`src/rtl/dpa_pkg.sv`:
```
package dpa_pkg;
   localparam int NUM_SLOTS = 8;
   localparam int SLOT_W    = 3;
   localparam int CASCADE_CH = 4;

   // Slot 4 carries no channel page, so it holds the refresh page.
   localparam logic [7:0] PORT_CH0 = 8'h87;
   localparam logic [7:0] PORT_CH1 = 8'h83;
   localparam logic [7:0] PORT_CH2 = 8'h81;
   localparam logic [7:0] PORT_CH3 = 8'h82;
   localparam logic [7:0] PORT_RFS = 8'h8F;
   localparam logic [7:0] PORT_CH5 = 8'h8B;
   localparam logic [7:0] PORT_CH6 = 8'h89;
   localparam logic [7:0] PORT_CH7 = 8'h8A;

   typedef struct packed {
      logic              hit;
      logic [SLOT_W-1:0] slot;
   } slot_sel_t;

   function automatic slot_sel_t decode_port(input logic [7:0] a);
      slot_sel_t s;
      s.hit  = 1'b1;
      s.slot = '0;
      case (a)
         PORT_CH0: s.slot = 3'd0;
         PORT_CH1: s.slot = 3'd1;
         PORT_CH2: s.slot = 3'd2;
         PORT_CH3: s.slot = 3'd3;
         PORT_RFS: s.slot = 3'd4;
         PORT_CH5: s.slot = 3'd5;
         PORT_CH6: s.slot = 3'd6;
         PORT_CH7: s.slot = 3'd7;
         default:  s.hit  = 1'b0;
      endcase
      return s;
   endfunction

   function automatic logic is_word_chan(input logic [SLOT_W-1:0] c);
      return c[SLOT_W-1] && (c != SLOT_W'(CASCADE_CH));
   endfunction
endpackage

```
`src/rtl/dpa_page_regs.sv`:
```
module dpa_page_regs
   import dpa_pkg::*;
#(
   parameter int PAGE_W = 8,
   parameter int IO_AW  = 8
) (
   input  logic                        clk,
   input  logic                        rst_n,
   input  logic [IO_AW-1:0]            io_addr,
   input  logic [PAGE_W-1:0]           io_wdata,
   input  logic                        io_wr,
   input  logic                        io_rd,
   output logic [PAGE_W-1:0]           io_rdata,
   output logic [NUM_SLOTS*PAGE_W-1:0] page_flat
);
   slot_sel_t sel;

   always_comb sel = decode_port(8'(io_addr));

   generate
      for (genvar g = 0; g < NUM_SLOTS; g++) begin : g_slot
         logic [PAGE_W-1:0] page_q;
         always_ff @(posedge clk) begin
            if (!rst_n)
               page_q <= '0;
            else if (io_wr && sel.hit && (sel.slot == SLOT_W'(g)))
               page_q <= io_wdata;
         end
         assign page_flat[g*PAGE_W +: PAGE_W] = page_q;
      end
   endgenerate

   always_comb begin
      io_rdata = '0;
      if (io_rd && sel.hit)
         io_rdata = page_flat[int'(sel.slot)*PAGE_W +: PAGE_W];
   end
endmodule

```
`src/rtl/dpa_addr_map.sv`:
```
module dpa_addr_map
   import dpa_pkg::*;
#(
   parameter int PAGE_W = 8,
   parameter int CTL_W  = 16,
   parameter int ADDR_W = 24
) (
   input  logic [SLOT_W-1:0]           chan,
   input  logic [CTL_W-1:0]            ctl_addr,
   input  logic [NUM_SLOTS*PAGE_W-1:0] page_flat,
   output logic [ADDR_W-1:0]           mem_addr,
   output logic                        bhe,
   output logic                        addr_valid
);
   localparam int WPAGE_W = ADDR_W - CTL_W - 1;

   logic [PAGE_W-1:0] page_sel;
   logic [ADDR_W-1:0] byte_addr;
   logic [ADDR_W-1:0] word_addr;
   logic              cascade;

   always_comb page_sel = page_flat[int'(chan)*PAGE_W +: PAGE_W];
   always_comb cascade  = (chan == SLOT_W'(CASCADE_CH));

   generate
      if (WPAGE_W == PAGE_W - 1) begin : g_word_drop_lsb
         // Word page drops its lowest bit; controller bits land one place up.
         assign word_addr = {page_sel[PAGE_W-1:1], ctl_addr, 1'b0};
      end else begin : g_word_generic
         assign word_addr = {page_sel[PAGE_W-1 -: WPAGE_W], ctl_addr, 1'b0};
      end
   endgenerate

   // Concatenation, not addition: no carry may reach the page bits.
   assign byte_addr = {page_sel, ctl_addr};

   always_comb begin
      mem_addr   = '0;
      bhe        = 1'b0;
      addr_valid = 1'b0;
      if (!cascade) begin
         addr_valid = 1'b1;
         if (is_word_chan(chan)) begin
            mem_addr = word_addr;
         end else begin
            mem_addr = byte_addr;
            bhe      = ~byte_addr[0];
         end
      end
   end
endmodule

```
`src/rtl/dma_page_addr.sv`:
```
module dma_page_addr #(
   parameter int PAGE_W = 8,
   parameter int CTL_W  = 16,
   parameter int ADDR_W = 24,
   parameter int IO_AW  = 8
) (
   input  logic              clk,
   input  logic              rst_n,
   input  logic [IO_AW-1:0]  io_addr,
   input  logic [PAGE_W-1:0] io_wdata,
   input  logic              io_wr,
   input  logic              io_rd,
   output logic [PAGE_W-1:0] io_rdata,
   input  logic [2:0]        chan,
   input  logic [CTL_W-1:0]  ctl_addr,
   output logic [ADDR_W-1:0] mem_addr,
   output logic              bhe,
   output logic              addr_valid
);
   localparam int FLAT_W = dpa_pkg::NUM_SLOTS * PAGE_W;

   generate
      if (ADDR_W != CTL_W + PAGE_W) begin : g_bad_width
         $error("ADDR_W must equal CTL_W + PAGE_W");
      end
      if (IO_AW != 8) begin : g_bad_io
         $error("IO_AW must be 8 for the fixed port map");
      end
   endgenerate

   logic [FLAT_W-1:0] page_flat;

   dpa_page_regs #(.PAGE_W(PAGE_W), .IO_AW(IO_AW)) u_regs (
      .clk       (clk),
      .rst_n     (rst_n),
      .io_addr   (io_addr),
      .io_wdata  (io_wdata),
      .io_wr     (io_wr),
      .io_rd     (io_rd),
      .io_rdata  (io_rdata),
      .page_flat (page_flat)
   );

   dpa_addr_map #(.PAGE_W(PAGE_W), .CTL_W(CTL_W), .ADDR_W(ADDR_W)) u_map (
      .chan       (chan),
      .ctl_addr   (ctl_addr),
      .page_flat  (page_flat),
      .mem_addr   (mem_addr),
      .bhe        (bhe),
      .addr_valid (addr_valid)
   );
endmodule

```
`config.mk`:
```
export PLATFORM = sky130hd
export DESIGN_NAME = dma_page_addr
export DESIGN_NICKNAME = d
export VERILOG_FILES = /design/src/rtl/dpa_pkg.sv /design/src/rtl/dpa_page_regs.sv /design/src/rtl/dpa_addr_map.sv /design/src/rtl/dma_page_addr.sv
export SDC_FILE = /design/constraint.sdc
export NUM_CORES = 1
export LEC_CHECK = 0
export ABC_CLOCK_PERIOD_IN_PS = 2750
export BUFFER_PORTS_ARGS = -buffer_cell sky130_fd_sc_hd__buf_2
export CORE_ASPECT_RATIO = 1.2
export CORE_MARGIN = 2
export CORE_UTILIZATION = 55
export DETAILED_ROUTE_END_ITERATION = 12
export PLACE_DENSITY_LB_ADDON = 0.1
export SLEW_MARGIN = 20
export SYNTH_ARGS = -nofsm -noshare
export SYNTH_HDL_FRONTEND = slang
export SYNTH_HIERARCHICAL = 1
export SYNTH_SLANG_ARGS = --single-unit
```
`constraint.sdc`:
```
create_clock -name clk -period 2.75 [get_ports clk]
set_clock_uncertainty 0.05 [all_clocks]
set_input_delay 0.275 -clock clk [delete_from_list [all_inputs] [get_ports clk]]
set_output_delay 0.275 -clock clk [all_outputs]
set_load 0.005 [all_outputs]
```
==> impl_metrics.yaml <==
synthesis:
  ys_types: 35
  synth_area_per_cell_um2: 9.98
  synth_nets: 423
  synth.ff_latch_count: 64
  netlist_instances: 384
  ys_seq_area_frac: 0.334
  yosysWarnings: 6
  synth_area_mm2: 0.00383
detailed_routing:
  vias: 3167
  wirelength_um: 10300
  drc: 0
  vias_per_cell: 5.84
  avgRoutedWirePerCell_um: 19.1
  drtIter0Drc: 172
  ant_nets: 0
  drt_first_pass_iters: 5
layout:
  reg_top3: "u_regs/g_slot.page_q x64"
  largest_reg_flops: 64
  area_delta_synth_final_pct: 15.3
  largest_register: "u_regs/g_slot.page_q"
  fillers: 576
  antenna_cells: 0
  fin_nets: 491
  drive_gt1_frac: 0.273
  seqCellArea_mm2: 0.00128
  multi_input_area_mm2: 0.00235
floorplanning:
  die_h_um: 95.4
  boundaryPins: 73
  core_mm2: 0.00677
  rows: 33
  initial_core_util: 0.566
  die_area_mm2: 0.00765
  die_x_um: 80.2
setup_path:
  cp_data_required_time_ns: 2.42
  r2r_setup_slack_ns: 2.04
  r2r-start: "u_regs/g_slot[0].page_q[7]"
  cp_data_arrival_time_ns: 2.04
  rr_endpoint: "u_regs/g_slot[0].page_q[7]"
  cpMostUsedCell: "buf_2"
  crit_start: "io_addr[5]"
  end_kind: "output port"
  slowest_delay_ns: 0.58
  path_class: "primary input to output port"
  crit_path_top_delay_cell: "or4b_1"
  crit_family: "simple AND/OR/NAND/NOR gates"
  cp-start-kind: "primary input"
  path_cells: "buf_2 > or4b_1 > or3_1 > o2bb2ai_1 > o221a_1 > buf_2"
  worstPathMaxFanout: 6
  reg2regPathDepth: 2
  cp_num_buf_inv: 2
clock_tree:
  htree_levels: 3
  path_clk_slew_ns: 0.06
  cts_tree: "yes"
  holdBufCountCts: 0
  ctsResizeCount: 0
  cts_buffers: 9
  cts_post_setup_buffers_inserted: 0
  clock-root-buffer: "clkbuf_8"
  clock_sinks: 64
  clockBufferDepth: 2
  insertion_delay_ns: 0.34
timing:
  hold_ws_ns: 0.262
  min_period_ns: 2.37
  setup_viol: 0
  hold_viol: 0
  slew_viol_final: 0
  tightest_slew_ns: 0.903
  period_share: 0.861
  tns_ns: 0
  rsz0062_at_grt: "no"
  max_slew_margin: 0.398
  fmax_mhz: 422
power:
  power_frac_comb: 0.132
  p_total_w: 0.00186
  p_switching_w: 0.000480
  switching_share: 0.258
  internal_power_w: 0.00138
  p_leak_nw: 1.70
  pwr-share-seq: 0.500
  p_clk_frac: 0.368
  ir_drop_mv: 0.370
  power_density_mw_per_mm2: 420
global_route:
  track_usage: 0.281
  grt_pass1_wl_um: 16100
  grt_antenna_before_repair: 0
  grt_max_degree: 65
  grt_pass1_vias: 3029
  grt_overflow: 0
worst_hold_path:
  min-delay-start: "io_wdata[5]"
  min_to: "u_regs/g_slot[6].page_q[5]"
  whs_path_depth: 3
  min_path_type: "primary input to flop"
run_status:
  status: "completed"
placed_design:
  port_buffers: 72
  routabilityCongestion: 0.832
  hpwl_um: 7230
run:
  maxCapViolations: 0
==> worst reg2reg max path: cells and delay by family, from the launching register on <==
family,cells,cell delay (ns)
flip-flops,1,0.38
multiplexers,1,0.09
AND/OR/NAND/NOR,1,0.13
==> kinds of logic (layout without fill, tap and decap cells) <==
kind of cell,count (synthesis),count (layout),share of synthesized area
and+or+nand+nor,108,108,0.192
buffers and inverters,38,109,0.0513
AOI/OAI and AO/OA,72,72,0.152
muxes,102,102,0.271
DFF,64,64,0.334
==> worst max-delay path by stage <==
| stage | to | slack [ns] | depth (start not counted) |
|---|---|---|---|
| floorplan | io_rdata[6] | 0.59 | 6 |
| global placement | io_rdata[6] | 0.44 | 6 |
| detailed placement | io_rdata[6] | 0.40 | 6 |
| CTS | io_rdata[6] | 0.40 | 6 |
| global route | io_rdata[6] | 0.35 | 6 |
| finish | io_rdata[6] | 0.38 | 6 |
==> power groups by stage <==
stage | registers (W) | clock network, W | logic [W]
final | 0.000929 | 0.000683 | 0.000244
after CTS | 0.000929 | 0.000688 | 0.000244
after detailed placement | 0.000950 | 0 | 0.000243
after floorplan | 0.000949 | 0 | 0.000159
after global placement | 0.000950 | 0 | 0.000240
after global routing | 0.000928 | 0.000735 | 0.000266
==> area by class of cell <==
type | count | area share
well taps | 87 | 0.0246
flip-flops and latches | 64 | 0.290
inverters | 3 | 0.00255
clock buffers | 13 | 0.0337
clock inverters | 1 | 0.00113
repair buffers | 92 | 0.116
multi-input cells | 282 | 0.533
==> cells in the final DEF (no fill, tap or decap), types with 2 or more instances in the layout <==
cell type / instances
or3_1: 2
clkbuf_8: 10
a22o_1: 15
nor4_4: 6
nor2_1: 9
a22oi_1: 7
o21ai_0: 3
o211ai_1: 2
mux2_2: 13
a221oi_1: 13
nand3_1: 2
and3_1: 2
mux2i_1: 89
inv_1: 3
clkbuf_1: 3
nor2b_1: 69
buf_4: 20
o32ai_1: 2
a2bb2oi_1: 14
nand2_1: 8
o22ai_1: 11
dfxtp_1: 64
buf_2: 72
nand2b_1: 5
==> synthesized netlist by cell type (all sizes together) <==
library cell,n,area share
mux2i,89,0.23
nor2b,69,0.11
dfxtp,64,0.33
clkbuf,25,0.024
a22o,15,0.034
a2bb2oi,14,0.032
a221oi,13,0.030
mux2,13,0.038
o22ai,11,0.018
buf,10,0.024
nor2,9,0.0088
nand2,8,0.0078
a22oi,7,0.014
nor4,6,0.033
nand2b,5,0.0082
inv,3,0.0029
o21ai,3,0.0039
or3,3,0.0052
and3,2,0.0033
nand3,2,0.0026
o211ai,2,0.0039
o32ai,2,0.0046
a31oi,1,0.0016
and4,1,0.0023
nor3,1,0.0026
nor4b,1,0.0023
o2111a,1,0.0029
o21a,1,0.0020
o221a,1,0.0029
o2bb2ai,1,0.0023
or4b,1,0.0026
==> stage by stage <==
stage               worst slack [ns]  area [um^2]  cells   util
finish                         0.381         4420    542  0.653
global route                   0.352         4420    542  0.653
CTS                            0.401         4420    542  0.653
detailed placement             0.402         4270    528  0.630
global placement               0.443         4270    528  0.630
floorplan                      0.594         3830    384      -
==> routing by layer <==
metal,vias up,GRT usage,wire (um)
li1,1552,-,-
met3,16,0.0436,442
met4,0,0.105,189
met5,-,0,0
met2,78,0.483,5320
met1,1521,0.353,4390
No activity file was read; power rests on OpenSTA's default activity.
